--- src/rtl/ring_pkg.sv ---
package ring_pkg;

    typedef enum logic [1:0] {
        RK_RX_FREE,
        RK_RX_BUSY,
        RK_TX_BUSY,
        RK_TX_RECLAIM
    } ring_kind_e;

    typedef enum logic [2:0] {
        SEL_START = 3'd0,
        SEL_DEPTH = 3'd1,
        SEL_WPTR  = 3'd2,
        SEL_RPTR  = 3'd3,
        SEL_GATE  = 3'd4
    } reg_sel_e;

    localparam int GATE_DEPTH_BIT = 1;
    localparam int GATE_START_BIT = 2;

    typedef struct packed {
        logic ready;
        logic ack;
        logic uf_evt;
    } hw_side_t;

    // Roles in which the engine produces entries (owns the write pointer)
    function automatic logic hw_fills(ring_kind_e k);
        return (k == RK_RX_BUSY) || (k == RK_TX_RECLAIM);
    endfunction

    // Bit of the shared engine-enable word that gates each role
    function automatic int enable_bit(ring_kind_e k);
        case (k)
            RK_RX_FREE:    return 2;
            RK_RX_BUSY:    return 3;
            RK_TX_BUSY:    return 0;
            default:       return 1;
        endcase
    endfunction

endpackage

--- src/rtl/ring_cfg.sv ---
module ring_cfg
    import ring_pkg::*;
#(
    parameter int AW       = 32,
    parameter int MAX_DESC = 64,
    parameter int CW       = 7,
    parameter int WSH      = 3
) (
    input  logic          clk,
    input  logic          rst,
    input  logic          reg_we,
    input  reg_sel_e      sel,
    input  logic [AW-1:0] wdata,
    output logic [AW-1:0] start_q,
    output logic [CW-1:0] depth_q,
    output logic [1:0]    gate_q,    // [0] depth enable, [1] start enable
    output logic          cfg_load
);

    logic [AW-1:0] depth_cand;
    logic          depth_ok;
    logic          start_acc;
    logic          depth_acc;

    assign depth_cand = wdata >> WSH;
    assign depth_ok   = (depth_cand >= AW'(2)) && (depth_cand <= AW'(MAX_DESC));
    assign start_acc  = reg_we && (sel == SEL_START) && gate_q[1];
    assign depth_acc  = reg_we && (sel == SEL_DEPTH) && gate_q[0] && depth_ok;
    assign cfg_load   = start_acc || depth_acc;

    always_ff @(posedge clk) begin
        if (rst) begin
            start_q <= '0;
            depth_q <= CW'(MAX_DESC);
            gate_q  <= '0;
        end else begin
            if (reg_we && (sel == SEL_GATE)) begin
                gate_q <= {wdata[GATE_START_BIT], wdata[GATE_DEPTH_BIT]};
            end
            if (start_acc) begin
                start_q <= wdata;
            end
            if (depth_acc) begin
                depth_q <= depth_cand[CW-1:0];
            end
        end
    end

    AST_DEPTH_LEGAL: assert property (@(posedge clk) disable iff (rst)
        (depth_q >= CW'(2)) && (depth_q <= CW'(MAX_DESC)));

    AST_DEPTH_GATED: assert property (@(posedge clk) disable iff (rst)
        !gate_q[0] |=> $stable(depth_q));

    AST_START_GATED: assert property (@(posedge clk) disable iff (rst)
        !gate_q[1] |=> $stable(start_q));

endmodule

--- src/rtl/ring_ptr.sv ---
module ring_ptr
    import ring_pkg::*;
#(
    parameter ring_kind_e KIND = RK_RX_FREE,
    parameter int AW  = 32,
    parameter int IW  = 6,
    parameter int CW  = 7,
    parameter int BSH = 5
) (
    input  logic          clk,
    input  logic          rst,
    input  logic [CW-1:0] depth_q,
    input  logic          cfg_load,
    input  logic          reg_we,
    input  reg_sel_e      sel,
    input  logic [AW-1:0] wdata,
    input  logic          hw_en,
    input  logic          hw_adv,
    output logic [IW-1:0] wr_idx,
    output logic [IW-1:0] rd_idx,
    output logic [IW-1:0] hw_idx,
    output logic [CW-1:0] used,
    output logic [CW-1:0] free,
    output logic          empty,
    output logic          full,
    output logic          underflow,
    output hw_side_t      hw
);

    localparam logic     HW_FILLS = hw_fills(KIND);
    localparam reg_sel_e SW_SEL   = HW_FILLS ? SEL_RPTR : SEL_WPTR;

    logic [IW-1:0] sw_idx;
    logic [CW-1:0] wr_c, rd_c, sw_c, hw_c, hw_inc;
    logic [AW-1:0] cand_slot;
    logic [CW-1:0] cand_c;
    logic          cand_in_range;
    logic [CW-1:0] sw_step;
    logic          sw_room;
    logic          sw_accept;

    function automatic logic [CW-1:0] fwd_dist(logic [CW-1:0] to_pos,
                                                logic [CW-1:0] from_pos,
                                                logic [CW-1:0] len);
        return (to_pos >= from_pos) ? (to_pos - from_pos)
                                    : (len - from_pos + to_pos);
    endfunction

    // Ownership mapping picked by the role
    generate
        if (HW_FILLS) begin : g_hw_fills
            assign wr_idx = hw_idx;
            assign rd_idx = sw_idx;
        end else begin : g_hw_drains
            assign wr_idx = sw_idx;
            assign rd_idx = hw_idx;
        end
    endgenerate

    assign wr_c  = CW'(wr_idx);
    assign rd_c  = CW'(rd_idx);
    assign sw_c  = CW'(sw_idx);
    assign hw_c  = CW'(hw_idx);
    assign used  = fwd_dist(wr_c, rd_c, depth_q);
    assign free  = depth_q - used;
    assign empty = (used == '0);
    assign full  = (free == CW'(1));

    assign hw_inc = ((hw_c + CW'(1)) == depth_q) ? '0 : (hw_c + CW'(1));

    assign hw.ready  = hw_en && (HW_FILLS ? !full : !empty);
    assign hw.ack    = hw_adv && hw.ready;
    assign hw.uf_evt = !HW_FILLS && hw_adv && hw_en && empty;

    // Software move of its own pointer
    assign cand_slot     = wdata >> BSH;
    assign cand_in_range = cand_slot < AW'(depth_q);
    assign cand_c        = cand_slot[CW-1:0];
    assign sw_step       = fwd_dist(cand_c, sw_c, depth_q);
    assign sw_room       = HW_FILLS ? (sw_step <= used) : (sw_step < free);
    assign sw_accept     = reg_we && (sel == SW_SEL) && cand_in_range && sw_room;

    always_ff @(posedge clk) begin
        if (rst) begin
            sw_idx    <= '0;
            hw_idx    <= '0;
            underflow <= 1'b0;
        end else if (cfg_load) begin
            sw_idx    <= '0;
            hw_idx    <= '0;
            underflow <= 1'b0;
        end else begin
            if (sw_accept) begin
                sw_idx <= cand_c[IW-1:0];
            end
            if (hw.ack) begin
                hw_idx <= hw_inc[IW-1:0];
            end
            if (hw.uf_evt) begin
                underflow <= 1'b1;
            end
        end
    end

    AST_PTR_IN_RANGE: assert property (@(posedge clk) disable iff (rst)
        (CW'(wr_idx) < depth_q) && (CW'(rd_idx) < depth_q));

    AST_HW_STEP: assert property (@(posedge clk) disable iff (rst)
        (hw.ack && !cfg_load) |=>
            ((CW'($past(hw_idx)) + CW'(1) == depth_q) ? (hw_idx == '0)
                : (CW'(hw_idx) == CW'($past(hw_idx)) + CW'(1))));

    AST_CFG_CLEARS: assert property (@(posedge clk) disable iff (rst)
        cfg_load |=> (wr_idx == '0) && (rd_idx == '0) && !underflow);

    AST_UF_STICKY: assert property (@(posedge clk) disable iff (rst)
        (underflow && !cfg_load) |=> underflow);

    AST_FREE_NONZERO: assert property (@(posedge clk) disable iff (rst)
        (free >= CW'(1)) && (used < depth_q));

    AST_HW_IDLE: assert property (@(posedge clk) disable iff (rst)
        (!hw_en && !cfg_load) |=> $stable(hw_idx));

endmodule

--- src/rtl/ring_addr.sv ---
module ring_addr #(
    parameter int AW  = 32,
    parameter int IW  = 6,
    parameter int BSH = 5
) (
    input  logic [AW-1:0] start_q,
    input  logic [IW-1:0] wr_idx,
    input  logic [IW-1:0] rd_idx,
    input  logic [IW-1:0] hw_idx,
    output logic [AW-1:0] wr_bytes,
    output logic [AW-1:0] rd_bytes,
    output logic [AW-1:0] desc_addr
);

    assign wr_bytes  = AW'(wr_idx) << BSH;
    assign rd_bytes  = AW'(rd_idx) << BSH;
    assign desc_addr = start_q + (AW'(hw_idx) << BSH);

endmodule

--- src/rtl/desc_ring_ctrl.sv ---
module desc_ring_ctrl
    import ring_pkg::*;
#(
    parameter ring_kind_e KIND  = RK_RX_FREE,
    parameter int AW            = 32,
    parameter int MAX_DESC      = 64,
    parameter int DESC_BYTES    = 32,
    parameter int WORD_BYTES    = 8,
    localparam int CW           = $clog2(MAX_DESC + 1)
) (
    input  logic          clk,
    input  logic          rst,
    input  logic          reg_we,
    input  logic [2:0]    reg_sel,
    input  logic [AW-1:0] reg_wdata,
    input  logic [3:0]    desc_en,
    input  logic          hw_adv,
    output logic [AW-1:0] start_addr,
    output logic [AW-1:0] depth_reg,
    output logic [AW-1:0] wr_ptr,
    output logic [AW-1:0] rd_ptr,
    output logic [2:0]    cfg_gate,
    output logic [CW-1:0] used_cnt,
    output logic [CW-1:0] free_cnt,
    output logic          ring_empty,
    output logic          ring_full,
    output logic          underflow,
    output logic          hw_ready,
    output logic          hw_ack,
    output logic [AW-1:0] desc_addr
);

    localparam int IW     = $clog2(MAX_DESC);
    localparam int BSH    = $clog2(DESC_BYTES);
    localparam int WSH    = $clog2(WORD_BYTES);
    localparam int EN_BIT = enable_bit(KIND);

    reg_sel_e      sel;
    logic [CW-1:0] depth_q;
    logic [1:0]    gate_q;
    logic          cfg_load;
    logic [IW-1:0] wr_idx, rd_idx, hw_idx;
    hw_side_t      hw;

    assign sel = reg_sel_e'(reg_sel);

    ring_cfg #(.AW(AW), .MAX_DESC(MAX_DESC), .CW(CW), .WSH(WSH)) u_cfg (
        .clk      (clk),
        .rst      (rst),
        .reg_we   (reg_we),
        .sel      (sel),
        .wdata    (reg_wdata),
        .start_q  (start_addr),
        .depth_q  (depth_q),
        .gate_q   (gate_q),
        .cfg_load (cfg_load)
    );

    ring_ptr #(.KIND(KIND), .AW(AW), .IW(IW), .CW(CW), .BSH(BSH)) u_ptr (
        .clk       (clk),
        .rst       (rst),
        .depth_q   (depth_q),
        .cfg_load  (cfg_load),
        .reg_we    (reg_we),
        .sel       (sel),
        .wdata     (reg_wdata),
        .hw_en     (desc_en[EN_BIT]),
        .hw_adv    (hw_adv),
        .wr_idx    (wr_idx),
        .rd_idx    (rd_idx),
        .hw_idx    (hw_idx),
        .used      (used_cnt),
        .free      (free_cnt),
        .empty     (ring_empty),
        .full      (ring_full),
        .underflow (underflow),
        .hw        (hw)
    );

    ring_addr #(.AW(AW), .IW(IW), .BSH(BSH)) u_addr (
        .start_q   (start_addr),
        .wr_idx    (wr_idx),
        .rd_idx    (rd_idx),
        .hw_idx    (hw_idx),
        .wr_bytes  (wr_ptr),
        .rd_bytes  (rd_ptr),
        .desc_addr (desc_addr)
    );

    assign depth_reg = AW'(depth_q) << WSH;
    assign cfg_gate  = {gate_q[1], gate_q[0], 1'b0};
    assign hw_ready  = hw.ready;
    assign hw_ack    = hw.ack;

    AST_ACK_NEEDS_ENABLE: assert property (@(posedge clk) disable iff (rst)
        hw_ack |-> desc_en[EN_BIT]);

    AST_ADDR_TRACKS_START: assert property (@(posedge clk) disable iff (rst)
        (ring_empty && hw_idx == '0) |-> (desc_addr == start_addr));

endmodule

--- config.mk ---
export PLATFORM = sky130hd
export DESIGN_NAME = desc_ring_ctrl
export DESIGN_NICKNAME = d
export VERILOG_FILES = /design/src/rtl/ring_pkg.sv /design/src/rtl/ring_cfg.sv /design/src/rtl/ring_ptr.sv /design/src/rtl/ring_addr.sv /design/src/rtl/desc_ring_ctrl.sv
export SDC_FILE = /design/constraint.sdc
export NUM_CORES = 1
export LEC_CHECK = 0
export BUFFER_PORTS_ARGS = -buffer_cell sky130_fd_sc_hd__buf_4
export CORE_ASPECT_RATIO = 2
export CORE_MARGIN = 1.5
export CORE_UTILIZATION = 54
export DETAILED_ROUTE_END_ITERATION = 10
export GPL_ROUTABILITY_DRIVEN = 1
export GPL_TIMING_DRIVEN = 0
export PLACE_DENSITY_LB_ADDON = 0.05
export RECOVER_POWER = 25
export REMOVE_ABC_BUFFERS = 1
export SETUP_SLACK_MARGIN = 0.1
export SYNTH_ARGS = -nofsm -noshare
export SYNTH_HDL_FRONTEND = slang
export SYNTH_SLANG_ARGS = --single-unit
--- constraint.sdc ---
create_clock -name clk -period 12.45 [get_ports clk]
set_clock_uncertainty 0.1 [all_clocks]
set_input_delay 0.6225 -clock clk [delete_from_list [all_inputs] [get_ports clk]]
set_output_delay 0.6225 -clock clk [all_outputs]
set_load 0.03 [all_outputs]
==> results by stage, run 1 <==
Run status:
- The flow ran to the end, and the final reports show no timing, DRC or antenna violations.

Logic synthesis:
- The synthesized netlist contains 57 unique library cells.
- The Yosys step of the flow raised 0 warnings.
- The largest area contributor in the netlist is sky130_fd_sc_hd__dfxtp_1.
- The mapped netlist covers 5630 um^2.
- In this run, synthesis produced a sequential element count of 54.
- The share of Yosys cell area claimed by the top area cell type is 19.2%.
- The sequential fraction of the synthesis area is 19.2%.
- The number of standard cells after synthesis is 730.
- In the synthesized netlist the async set-or-reset flop fraction comes to 0%.
- The most used flip-flop cell after synthesis is sky130_fd_sc_hd__dfxtp_1.
- By area the synthesized netlist is led by sky130_fd_sc_hd__dfxtp_1, sky130_fd_sc_hd__ha_1, sky130_fd_sc_hd__buf_4.
- In this run, synthesis inferred 0 flip-flops with an integrated enable.
- The average size of a mapped cell is 7.71 um^2.

Power:
- The net load switching power is 0.000363 W.
- Per report_power, the sequential group accounts for 22.7% of the total.
- For this design the ratio of total power to cell area is 123 nW/um^2.
- The cell-internal power is 0.000433 W.
- Per report_power, the combinational group accounts for 55.8% of the total.
- For this design the static power due to leakage is 3.00 nW.
- Per report_power, the clock group accounts for 21.5% of the total.
- The maximum resistive drop on vdd is 0.167 mV.
- In this run switching power makes up 45.6% of total power.
- The total power draw is 0.000796 W.

Run:
- The count of max-cap constraint violations is 0.

CTS:
- In this run the number of H-tree levels came out at 2.
- The maximum buffer depth of the clock tree is 2.
- The post-cts repair resize count is 0.
- Clock latency on the worst-skew pair, taken at its later pin, is ~0.30 ns.
- TritonCTS built the clock tree.
- The total number of clock tree sinks is 54.
- After clock tree synthesis, the flow added hold-fix buffers numbering 0.
- Clock-pin slew was measured on the worst setup and hold paths at about 0.080 ns.
- Clock tree synthesis inserted a total of 5 buffers.
- In this run the clock root is driven by a sky130_fd_sc_hd__clkbuf_16.
- The post-CTS setup-driven buffer insertion count is 0.

Placed design:
- The final HPWL from detailed placement is between 10 and 15 mm.
- In this run the tool buffered the top-level ports with roughly 140 buffer cells.
- The congestion estimate from routability-driven global placement came to about 0.94.

Worst setup path:
- Data on the critical path is required at its endpoint by ~13 ns.
- The worst register-to-register path has a setup slack of roughly 6.5 ns.
- The category of the most critical setup path is register to register.
- The startpoint type of the worst setup path is a register.
- The critical path endpoint category is a register.
- The maximum fanout along the worst path is 13.
- At the worst endpoint, the arrival time is around 6.1 ns.

GRT:
- The via count of the first global-routing pass is 5124.
- The largest net degree at the start of global routing is 44.
- The initial antenna violation count is 0.
- For this run the aggregate overflow at the end of global routing stands at 0.
- The wire length of the first global-routing pass is ~25 mm.
- The aggregate global-route resource usage is 29.1%.

Finish:
- The number of nets in the final layout is 963.
- The number of antenna cells inserted is 0.
- Of the cells placed in the final design, the portion with a size suffix greater than 1 is 14.9%.
- The synthesis-to-layout area growth is 15.5%.

Detailed routing:
- The first TritonRoute pass finished after 4 iterations.
- Summed over all nets, wire length on met3 after detailed routing comes to 682 um.
- The top routing layer in use is met4.
- After detailed routing, the met2 layer carries 9.07 mm of wire.
- After the first detailed-routing iteration, the DRC count stood at roughly 170.
- Once detail routing completed, the nets flagged for antenna violations numbered 0.
- The detailed-route wire length on metal 1 is 5.36 mm.
- In the routed layout, each cell is associated on average with a via count of roughly 5.2.
- The average wire per cell in the routed design is around 16 um.
- The wire length after detailed routing is 16.1 mm.
- The number of remaining DRC errors is 0.
- Summing over every cut layer, the via total after detailed routing is 5191.

Timing:
- The time the worst path needs with I/O delays and setup is 5.99 ns.
- The peak clock frequency supported by timing is about 0.17 GHz.
- The headroom to the max-slew limit is 7.45%.
- The final count of negative-setup-slack endpoints is 0.
- Setup repair after global routing left no endpoint under its margin.
- The max-slew violation total from the final report is 0.
- Setup total negative slack on the finished layout was measured at 0 ns.
- The number of hold violations in the final report was 0.
- At the pin with the least slew margin, the transition time is 1.37 ns.
- The post-route clock period utilization is between 40 and 50%.

Floorplan:
- During I/O placement, the number of pins put on the boundary was approximately 230.
- The area inside the core boundary is 10100 um^2.
- From bottom edge to top edge, the die measures 147 um.
- The die is 75.2 um wide.
- The die covers 11100 um^2.
- The standard-cell row count is 52.
- The effective utilization at floorplan is 55.4%.

Min path:
- The min-delay analysis places its worst path in the category register to register.
## flip-flops by register name, indices dropped and copies added, names as in the netlist
register	cells
u_cfg.depth_q	7
u_cfg.gate_q	2
u_cfg.start_q	32
u_ptr.hw_idx	6
u_ptr.underflow	1
u_ptr.wr_idx	6
## power groups by stage
| stage | clock network [W] | logic [W] | registers, W |
|---|---|---|---|
| 2_1_floorplan | 0 | 0.000302 | 0.000188 |
| 3_3_place_gp | 0 | 0.000437 | 0.000185 |
| 3_5_place_dp | 0 | 0.000442 | 0.000185 |
| 4_1_cts | 0.000174 | 0.000445 | 0.000181 |
| 5_1_grt | 0.000181 | 0.000476 | 0.000181 |
| 6_report | 0.000171 | 0.000444 | 0.000181 |
## cell families after synthesis
group,Yosys count,share of synthesized area [%]
other cells,1,0.0666
compound gates,131,15.0
flops,54,19.2
xor+xnor,55,9.05
fa+ha+maj,66,16.8
buf+inv,181,17.7
mux,19,3.47
simple gates,223,18.7
## critical path: stages (launching register included)
cell                        delay (ns)
sky130_fd_sc_hd__dfxtp_1          0.59
sky130_fd_sc_hd__inv_1            0.29
sky130_fd_sc_hd__ha_1             0.39
sky130_fd_sc_hd__nor2b_1          0.15
sky130_fd_sc_hd__o21ai_1          0.25
sky130_fd_sc_hd__a31oi_4          0.16
sky130_fd_sc_hd__nor2_2           0.45
sky130_fd_sc_hd__o21ai_0          0.26
sky130_fd_sc_hd__ha_1             0.28
sky130_fd_sc_hd__fa_1             0.41
sky130_fd_sc_hd__nor2b_1          0.12
sky130_fd_sc_hd__o21ai_0          0.08
sky130_fd_sc_hd__nand2b_1         0.15
sky130_fd_sc_hd__a21o_1           0.13
sky130_fd_sc_hd__a21oi_1          0.07
sky130_fd_sc_hd__xnor3_1          0.34
sky130_fd_sc_hd__inv_1            0.07
sky130_fd_sc_hd__ha_1             0.31
sky130_fd_sc_hd__nand2_1          0.07
sky130_fd_sc_hd__nand2_1          0.05
sky130_fd_sc_hd__a21oi_1          0.11
sky130_fd_sc_hd__o2111ai_1        0.15
sky130_fd_sc_hd__a211oi_2         0.64
sky130_fd_sc_hd__mux2i_1          0.28
## layout by cell type (no fill, tap or decap), types with 6 or more instances in the layout
master / instances
sky130_fd_sc_hd__o21a_1: 6
sky130_fd_sc_hd__nor2b_1: 7
sky130_fd_sc_hd__and3_1: 7
sky130_fd_sc_hd__mux2i_1: 17
sky130_fd_sc_hd__clkbuf_1: 38
sky130_fd_sc_hd__xor2_1: 22
sky130_fd_sc_hd__dfxtp_1: 54
sky130_fd_sc_hd__buf_4: 105
sky130_fd_sc_hd__fa_1: 16
sky130_fd_sc_hd__nor4_1: 7
sky130_fd_sc_hd__nor3_1: 13
sky130_fd_sc_hd__nand4_1: 8
sky130_fd_sc_hd__nor2_1: 40
sky130_fd_sc_hd__xnor2_1: 31
sky130_fd_sc_hd__a21o_1: 15
sky130_fd_sc_hd__inv_1: 78
sky130_fd_sc_hd__ha_1: 50
sky130_fd_sc_hd__nand2_1: 104
sky130_fd_sc_hd__conb_1: 78
sky130_fd_sc_hd__o21ai_0: 15
sky130_fd_sc_hd__nand3_1: 15
sky130_fd_sc_hd__a21oi_1: 59
## per-layer routing
layer | up-vias | global-route usage (%)
met5 | - | 0
met4 | 0 | 18.1
met3 | 48 | 3.54
met2 | 181 | 55.0
met1 | 2442 | 27.7
li1 | 2520 | -
## stage by stage
stage	hold WS (ns)	worst slack [ns]	std cells	util (%)	instance area, um^2
detailed placement	0.367	6.52	982	63.7	6460
global route	0.408	6.15	990	64.0	6500
global placement	0.360	6.62	982	63.6	6460
finish	0.380	6.46	990	64.0	6500
floorplan	0.489	6.85	704	-	5220
CTS	0.387	6.46	990	65.4	6640
## Yosys cell counts, types with 5 or more instances
| master | instances |
|---|---|
| sky130_fd_sc_hd__a211o_1 | 5 |
| sky130_fd_sc_hd__a21o_1 | 15 |
| sky130_fd_sc_hd__a21oi_1 | 59 |
| sky130_fd_sc_hd__and3_1 | 7 |
| sky130_fd_sc_hd__buf_4 | 83 |
| sky130_fd_sc_hd__clkbuf_1 | 17 |
| sky130_fd_sc_hd__dfxtp_1 | 54 |
| sky130_fd_sc_hd__fa_1 | 16 |
| sky130_fd_sc_hd__ha_1 | 50 |
| sky130_fd_sc_hd__inv_1 | 78 |
| sky130_fd_sc_hd__mux2i_1 | 17 |
| sky130_fd_sc_hd__nand2_1 | 104 |
| sky130_fd_sc_hd__nand3_1 | 15 |
| sky130_fd_sc_hd__nand4_1 | 8 |
| sky130_fd_sc_hd__nor2_1 | 40 |
| sky130_fd_sc_hd__nor2b_1 | 7 |
| sky130_fd_sc_hd__nor3_1 | 14 |
| sky130_fd_sc_hd__nor4_1 | 7 |
| sky130_fd_sc_hd__o21a_1 | 6 |
| sky130_fd_sc_hd__o21ai_0 | 15 |
| sky130_fd_sc_hd__xnor2_1 | 31 |
| sky130_fd_sc_hd__xor2_1 | 22 |
## area by class of cell
class / count / area, um^2
clock buffers: 6 / 139
clock inverters: 2 / 38.8
fillers: 1026 / 3650
inverters: 78 / 293
multi-input cells: 572 / 3850
flip-flops and latches: 54 / 1080
well taps: 135 / 169
repair buffers: 143 / 931
## path summary, 6_finish.rpt
path / endpoint / startpoint / cells past startpoint
setup / recovery: u_ptr.wr_idx[3] / u_ptr.hw_idx[1] / 23
setup reg to reg: u_ptr.wr_idx[3] / u_ptr.hw_idx[1] / 23
hold reg to reg: u_ptr.underflow / u_ptr.underflow / 1
hold / removal: u_ptr.underflow / u_ptr.underflow / 1
Power figures use the tool's default switching activity.
==> inputs of run 2 (changes only) <==
--- a/config.mk
+++ b/config.mk
@@ -8,7 +8,7 @@
 export BUFFER_PORTS_ARGS = -buffer_cell sky130_fd_sc_hd__buf_4
 export CORE_ASPECT_RATIO = 2
 export CORE_MARGIN = 1.5
-export CORE_UTILIZATION = 54
+export CORE_UTILIZATION = 45
 export DETAILED_ROUTE_END_ITERATION = 10
 export GPL_ROUTABILITY_DRIVEN = 1
 export GPL_TIMING_DRIVEN = 0
==> constraint.sdc (replaced) <==
create_clock -name clk -period 5.5 [get_ports clk]
set_clock_uncertainty 0.1 [all_clocks]
set_input_delay 0.275 -clock clk [delete_from_list [all_inputs] [get_ports clk]]
set_output_delay 0.275 -clock clk [all_outputs]
set_load 0.03 [all_outputs]
==> results by stage, run 2 (synthesized netlist as in run 1, its figures left out) <==
Placed design:
- The number of placed cells counting well taps is 995 (+1.3%).
- The routability-driven placement congestion ratio is 0.910 (-3.3%).
- The worst slack at placement came to -0.475 ns (-6.99 ns).
- The final HPWL from detailed placement is 13.7 mm (+2.1%).
- The total cell area at the placement stage is 6490 um^2 (+0.41%).
- The count of input and output buffers is 143 (unchanged).

Worst setup path:
- The worst setup path is of the register to register kind.
- The endpoint of the most critical register-to-register path is u_ptr.wr_idx[3].
- The cell that appears most often on the critical path is sky130_fd_sc_hd__inv_1.
- For this design, the slowest cell found on the critical path is sky130_fd_sc_hd__dfxtp_2.
- The startpoint identified for the worst register-to-register timing path is u_ptr.wr_idx[0].
- The startpoint type of the worst setup path is a register.
- The data arrival time of the worst path was 5.22 ns (-0.89 ns).
- The data required time at the worst endpoint was 5.62 ns (-6.96 ns).
- The critical path endpoint category is a register.
- The maximum fanout along the worst path is 6 (-7).
- The cell count of the worst reg-to-reg path is 25 (+8.7%).
- The longest individual stage delay on the worst path is 0.40 ns (-0.24 ns).
- The number of buffer and inverter instances along the worst setup path came to 6 (+4).
- On the critical path the largest part of the delay comes from adder cells.
- The register-to-register setup slack is 0.40 ns (-6.06 ns).

CTS:
- The maximum buffer depth of the clock tree was 2 (unchanged).
- The CTS H-tree depth is 2 (unchanged).
- The clock input transition at the sequential cells of the worst setup and hold paths is 0.07 ns (about the same).
- The clock latency reported for the late side of the worst-skew pair is 0.30 ns (about the same).
- TritonCTS built the clock tree.
- Clock tree synthesis selected as its root buffer the cell sky130_fd_sc_hd__clkbuf_16.
- The number of clock buffers inserted by TritonCTS is 5 (unchanged).
- The total number of clock tree sinks came to 54 (unchanged).

GRT:
- The total grt overflow is 0 (unchanged).
- The wire length of the first global-routing pass is 24.6 mm (about the same).
- The initial antenna violation count is 0 (unchanged).
- The aggregate global-route resource usage is 24.5% (-4.6 points).
- The via count of the first global-routing pass came to 4938 (-3.6%).
- The largest net degree at the start of global routing is 44 (unchanged).

Floorplan:
- The area inside the core boundary is 12200 um^2 (+20%).
- The effective utilization at floorplan is 46.1% (-9.3 points).
- The count of boundary I/O pins is 225 (unchanged).
- The die outline area was 13200 um^2 (+19%).
- The standard-cell row count is 57 (+9.6%).
- The die height is 161 um (+9.4%).
- The die span in x was 82.1 um (+9.2%).

Finish:
- The final cell count without fillers is 1009 (+1.9%).
- The number of flip-flops under the largest register name is 32 (unchanged).
- The synthesis-to-layout area growth is 17.5%.
- The largest registers in the layout are u_cfg.start_q: 32 flops, u_cfg.depth_q: 7 flops.
- The share of the core filled with cells in the final layout is 54.2% (-9.8 points).
- The commonest non-fill, non-tap cell in the layout is sky130_fd_sc_hd__buf_4.
- The number of nets in the final layout is 971 (+0.83%).
- The post-route cell area is 6610 um^2 (+1.7%).
- The number of antenna cells inserted is 0 (unchanged).
- The largest register by flop count is u_cfg.start_q.
- The fraction of layout cells with a size suffix above 1 is 17.3% (+2.4 points).
- Leaving out fill and tap cells, the most frequent cells in the layout are sky130_fd_sc_hd__buf_4, sky130_fd_sc_hd__nand2_1, sky130_fd_sc_hd__conb_1.

Min path:
- The depth of the worst hold-timing path came to 3 (+2).
- The path class of the tightest hold or removal check is primary input to register.
- The worst hold path terminates at u_cfg.gate_q[1].
- In this run the most critical hold path is launched from reg_wdata[2].

Power:
- The sequential fraction of design power is 23.0% (+0.3 points).
- The maximum resistive drop on vdd is 0.354 mV (+110%).
- The leakage power figure is 3.04 nW (+1.3%).
- The relative contribution of combinational cells to total power is 59.0% (+3.2 points).
- The power share of the clock group is 17.9% (-3.6 points).
- The switching share of power is 47.0% (+1.3 points).
- The power per unit of standard cell area was 268 nW/um^2 (+120%).
- The cell-internal power was 0.000941 W (+120%).
- The net load switching power is 0.000833 W (+130%).

Detailed routing:
- The number of vias in the routed layout is 5117 (-1.4%).
- The number of DRC markers in iteration 0 is 135 (-20%).
- The average wire per cell in the routed design came to 16.3 um (+0.14%).
- The number of remaining DRC errors came to 0 (unchanged).
- The number of detailed-route iterations in the first pass came to 4 (unchanged).
- The ratio of routed vias to standard cells was 5.07 (-3.3%).
- The final antenna-violating net count is 0 (unchanged).
- The wire length after detailed routing came to 16.5 mm (+2.1%).

Timing:
- The transition time at the pin with the least slew margin was 1.21 ns (-0.160 ns).
- The peak clock frequency supported by timing is 0.196 GHz (+18%).
- Setup repair after global routing left no endpoint under its margin.
- The final count of negative-setup-slack endpoints is 0 (unchanged).
- The number of hold violations in the final report came to 0 (unchanged).
- The post-route clock period utilization is 92.6% (+45 points).
- The time the worst path needs with I/O delays and setup came to 5.10 ns (-0.892 ns).
- The headroom to the max-slew limit is 18.2% (+11 points).
- The max-slew violation total from the final report is 0 (unchanged).
- The final setup slack of the worst path is 0.405 ns (-6.06 ns).

Run:
- The count of max-cap constraint violations is 0 (unchanged).

Run status:
- The run finished with clean final reports.
## run 2: cell types whose count changed in the layout (fill, tap and decap cells not counted), sizes merged
cell and change:
buf +10, clkbuf -3, bufinv -1, clkinv +1, clkinvlp +1, inv -1
## run 2: cell type report
| type | count | area [um^2] |
|---|---|---|
| tap | 147 | 184 |
| clock inverter | 2 | 13.8 |
| multi-input combinational | 572 | 3880 |
| sequential | 54 | 1100 |
| fill | 1285 | 5590 |
| timing repair buffer | 151 | 1010 |
| inverter | 78 | 297 |
| clock buffer | 5 | 125 |
## run 2: through the flow
stage | TNS (ns) | power [W] | hold slack, ns
global placement | -2.55 | 0.00142 | 0.357
global route | 0 | 0.00188 | 0.139
detailed placement | -2.74 | 0.00143 | 0.372
floorplan | -0.578 | 0.00111 | 0.244
CTS | 0 | 0.00176 | 0.127
finish | 0 | 0.00177 | 0.132
## run 2: timing repair
action / 4_1_cts / 5_1_grt
setup buffers: 1 / 6
setup endpoints to repair: 6 / 6
pin swaps: 1 / 3
hold buffers: 0 / 0
resized for setup: 4 / 15
## run 2: power groups by stage
stage	clock network, W	logic, W	registers (W)
5_1_grt	0.000342	0.00113	0.000410
6_report	0.000318	0.00105	0.000409
3_5_place_dp	0	0.00101	0.000418
3_3_place_gp	0	0.00100	0.000418
4_1_cts	0.000331	0.00102	0.000409
2_1_floorplan	0	0.000684	0.000426
## run 2: worst reg2reg max path, delay by kind of cell, from the launching register on
family / cells / cell delay, ns
AOI/OAI and AO/OA: 7 / 1.22
xor gates and xnor gates: 2 / 0.58
adders and majority gates: 5 / 1.58
buffers and inverters: 6 / 0.58
DFF: 1 / 0.40
muxes: 1 / 0.19
and+or+nand+nor: 4 / 0.38
## run 2: worst max-delay path by stage
stage                                 end  slack, ns        startpoint  cells after the start
after floorplan           u_ptr.wr_idx[0]       -0.1   u_ptr.hw_idx[2]                     23
after global placement    u_ptr.wr_idx[2]      -0.43   u_ptr.hw_idx[1]                     23
after detailed placement  u_ptr.wr_idx[4]      -0.48   u_ptr.hw_idx[1]                     23
after CTS                 u_ptr.wr_idx[3]       0.10   u_ptr.hw_idx[2]                     24
after global routing      u_ptr.wr_idx[3]       0.15  u_cfg.depth_q[1]                     24
final                     u_ptr.wr_idx[3]       0.40   u_ptr.wr_idx[0]                     25
## run 2: routing by layer
layer,track usage (%),up-vias,share of wire [%]
li1,-,2530,-
met1,23.6,2410,35
met2,49.6,146,58
met3,1.86,31,3.4
met4,10.0,0,3.4
met5,0,-,0
==> inputs of run 3 (changes only) <==
--- a/config.mk
+++ b/config.mk
@@ -8,7 +8,7 @@
 export BUFFER_PORTS_ARGS = -buffer_cell sky130_fd_sc_hd__buf_4
 export CORE_ASPECT_RATIO = 2
 export CORE_MARGIN = 1.5
-export CORE_UTILIZATION = 45
+export CORE_UTILIZATION = 40
 export DETAILED_ROUTE_END_ITERATION = 10
 export GPL_ROUTABILITY_DRIVEN = 1
 export GPL_TIMING_DRIVEN = 0
==> results by stage, run 3 (synthesized netlist as in run 1, its figures left out) <==
Min path:
- The depth of the worst hold-timing path is 3 (unchanged).
- In this run the most critical hold path is launched from reg_wdata[0].
- The terminating pin of the worst hold path is u_cfg.start_q[0].
- The class of the worst hold path is primary input to register.

Finish:
- In the final layout, the registers with the most flip-flops are u_cfg.start_q: 32 flops, u_cfg.depth_q: 7 flops.
- In the layout the commonest cells are sky130_fd_sc_hd__buf_4, sky130_fd_sc_hd__nand2_1, sky130_fd_sc_hd__conb_1.
- The number of flip-flops under the largest register name is 32 (unchanged).
- The area of combinational cells with multiple inputs came to 3910 um^2 (+0.68%).
- The fraction of layout cells with a size suffix above 1 is 19.0% (+1.7 points).
- The register area is 1110 um^2 (+1.3%).
- The number of filler instances in the final layout is 1430 (+11%).
- The number of nets in the final layout was 977 (+0.62%).
- The final cell count without fillers is 1058 (+4.9%).
- The share of the core filled with cells in the final layout is 49.2% (-5.0 points).
- The synthesis-to-layout area growth is 20.8%.
- The largest register by flop count is u_cfg.start_q.
- The number of antenna cells inserted is 0 (unchanged).
- The commonest non-fill, non-tap cell in the layout is sky130_fd_sc_hd__buf_4.

Power:
- The net load switching power came to 0.000845 W (+1.5%).
- The maximum resistive drop on vdd is 0.219 mV (-38%).
- The sequential fraction of design power was 21.9% (-1.1 points).
- The relative contribution of combinational cells to total power came to 57.6% (-1.4 points).
- The cell-internal power is 0.00102 W (+8.0%).
- The power per unit of standard cell area came to 274 nW/um^2 (+2.0%).
- The switching share of power is 45.4% (-1.5 points).
- The power share of the clock group is 20.5% (+2.6 points).
- The leakage power figure is 3.09 nW (+1.7%).

Timing:
- The final setup slack of the worst path was 0.368 ns (-0.0365 ns).
- The headroom to the max-slew limit is 14.4% (-3.8 points).
- The transition time at the pin with the least slew margin is 1.28 ns (+0.0703 ns).
- The peak clock frequency supported by timing is 0.195 GHz (-0.71%).
- The time the worst path needs with I/O delays and setup is 5.13 ns (+0.0365 ns).
- The number of hold violations in the final report was 0 (unchanged).
- The final count of negative-setup-slack endpoints was 0 (unchanged).
- The max-slew violation total from the final report is 0 (unchanged).
- The post-route clock period utilization is 93.3% (+0.66 points).
- Setup repair after global routing left no endpoint under its margin.

Placed design:
- The number of placed cells counting well taps is 1037 (+4.2%).
- The routability-driven placement congestion ratio is 0.938 (+3.1%).
- The final HPWL from detailed placement is 14.3 mm (+4.4%).
- The worst slack at placement is -0.592 ns (-0.116 ns).
- The count of input and output buffers is 143 (unchanged).

Worst setup path:
- The register-to-register setup slack was 0.37 ns (-0.04 ns).
- The data required time at the worst endpoint was 5.62 ns (about the same).
- In this design, the critical path's most frequently occurring cell is sky130_fd_sc_hd__inv_1.
- On the critical path, the stage with the largest delay is an instance of sky130_fd_sc_hd__fa_1.
- The number of buffer and inverter instances along the worst setup path came to 5 (-1).
- The signal on the critical path passes through inv_1 -> fa_1 -> inv_1 -> ha_1 -> xor2_1 -> nand2_1 -> o21a_1 -> inv_1 -> ha_1 -> nor2b_1 -> o21ai_0 -> nand2b_1 -> a21o_1 -> a21oi_1 -> xnor3_2 -> inv_1 -> ha_1 -> nand2_1 -> nand2_1 -> a21oi_1 -> o2111ai_2 -> a211oi_4 -> buf_12 -> mux2i_1.
- The family with the most delay on the worst path is adder cells.
- The worst setup path is captured at a register.
- The total stage count of the critical path is 24 (-4.0%).
- The setup path with the least slack is of type register to register.
- The maximum fanout along the worst path is 6 (unchanged).
- The worst setup path is launched from a register.
- The worst register-to-register path begins at u_cfg.depth_q[2].
- The endpoint of the most critical register-to-register path is u_ptr.wr_idx[0].
- The data arrival time of the worst path is 5.26 ns (+0.04 ns).
- The longest individual stage delay on the worst path is 0.57 ns (+0.17 ns).
- The cell count of the worst reg-to-reg path is 24 (-4.0%).

Floorplan:
- The area inside the core boundary was 13800 um^2 (+13%).
- The die span in x is 86.9 um (+5.8%).
- The standard-cell row count is 61 (+7.0%).
- The die height is 171 um (+6.0%).
- The effective utilization at floorplan was 40.7% (-5.4 points).
- The die outline area was 14800 um^2 (+12%).
- The count of boundary I/O pins is 225 (unchanged).

Detailed routing:
- The final antenna-violating net count is 0 (unchanged).
- The number of vias in the routed layout is 5234 (+2.3%).
- The ratio of routed vias to standard cells came to 4.95 (-2.5%).
- The number of DRC markers in iteration 0 is 185 (+37%).
- The wire length after detailed routing is 17.4 mm (+5.5%).
- The average wire per cell in the routed design came to 16.4 um (+0.66%).
- The number of detailed-route iterations in the first pass is 4 (unchanged).
- The number of remaining DRC errors is 0 (unchanged).

CTS:
- The number of clock buffers inserted by TritonCTS is 5 (unchanged).
- The maximum buffer depth of the clock tree came to 2 (unchanged).
- The total number of clock tree sinks is 54 (unchanged).
- The clock tree from TritonCTS is built.
- The clock latency reported for the late side of the worst-skew pair is 0.30 ns (about the same).
- The clock input transition at the sequential cells of the worst setup and hold paths is 0.08 ns (about the same).
- The CTS H-tree depth was 2 (unchanged).
- The quantity of hold-fixing buffers added after cts is 0 (unchanged).
- The CTS root buffer is sky130_fd_sc_hd__clkbuf_16.

Run:
- The count of max-cap constraint violations came to 0 (unchanged).

GRT:
- The aggregate global-route resource usage is 22.8% (-1.7 points).
- The total grt overflow was 0 (unchanged).
- The wire length of the first global-routing pass was 26.0 mm (+6.0%).
- The via count of the first global-routing pass is 5108 (+3.4%).
- The initial antenna violation count is 0 (unchanged).
- The largest net degree at the start of global routing was 44 (unchanged).

Run status:
- The flow ran to the end, and the final reports show no timing, DRC or antenna violations.
==> run 3: cell count changes in the layout (fill, tap and decap cells not counted), sizes merged <==
cell / delta
bufinv: +1
buf: +7
clkinvlp: +1
inv: -1
clkinv: -1
==> run 3: metrics by stage <==
stage,hold WS [ns],instance area [um^2],total power (W),TNS [ns]
floorplan,0.244,5220,0.00111,-0.578
global placement,0.360,6530,0.00143,-2.71
detailed placement,0.361,6540,0.00143,-3.45
CTS,0.119,6780,0.00183,0
global route,0.121,6800,0.00198,0
finish,0.120,6800,0.00186,0
==> run 3: worst register-to-register path, delay by kind of cell (launching register included) <==
family	cells	cell delay (ns)
simple gates	5	0.45
compound gates	7	1.28
xor+xnor	2	0.52
buf+inv	5	0.58
fa+ha+maj	4	1.46
mux	1	0.19
flops	1	0.48
==> run 3: layout make-up <==
class,instances,area share [%]
clock buffers,6,2.04
clock inverters,2,0.571
inverters,78,4.42
multi-input cells,572,57.5
flip-flops and latches,54,16.3
well taps,189,3.48
repair buffers,157,15.7
==> run 3: worst max-delay path by stage <==
stage                                start               to  slack, ns
final                     u_cfg.depth_q[2]  u_ptr.wr_idx[0]       0.37
after global routing      u_cfg.depth_q[2]  u_ptr.wr_idx[0]        0.1
after CTS                 u_cfg.depth_q[1]  u_ptr.wr_idx[0]       0.17
after detailed placement   u_ptr.hw_idx[1]  u_ptr.wr_idx[0]      -0.59
after global placement     u_ptr.hw_idx[1]  u_ptr.wr_idx[0]      -0.45
after floorplan            u_ptr.hw_idx[2]  u_ptr.wr_idx[0]       -0.1
==> run 3: power by group through the flow <==
stage	clock, W	combinational [W]	sequential, W
6_report	0.000381	0.00107	0.000408
5_1_grt	0.000406	0.00116	0.000409
4_1_cts	0.000391	0.00103	0.000409
3_5_place_dp	0	0.00102	0.000418
3_3_place_gp	0	0.00101	0.000418
2_1_floorplan	0	0.000684	0.000426
==> run 3: repair_timing <==
action | CTS | global route
setup endpoints to repair | 6 | 6
cloned | 0 | 0
pin swaps | 2 | 3
resized for setup | 8 | 26
buffers inserted | 3 | 10
==> run 3: layer usage <==
layer | GRT usage [%] | routed length [um] | vias up
li1 | - | - | 2553
met1 | 21.7 | 5880 | 2454
met2 | 44.9 | 9670 | 180
met3 | 2.65 | 813 | 47
met4 | 13.3 | 999 | 0
met5 | 0 | 0 | -
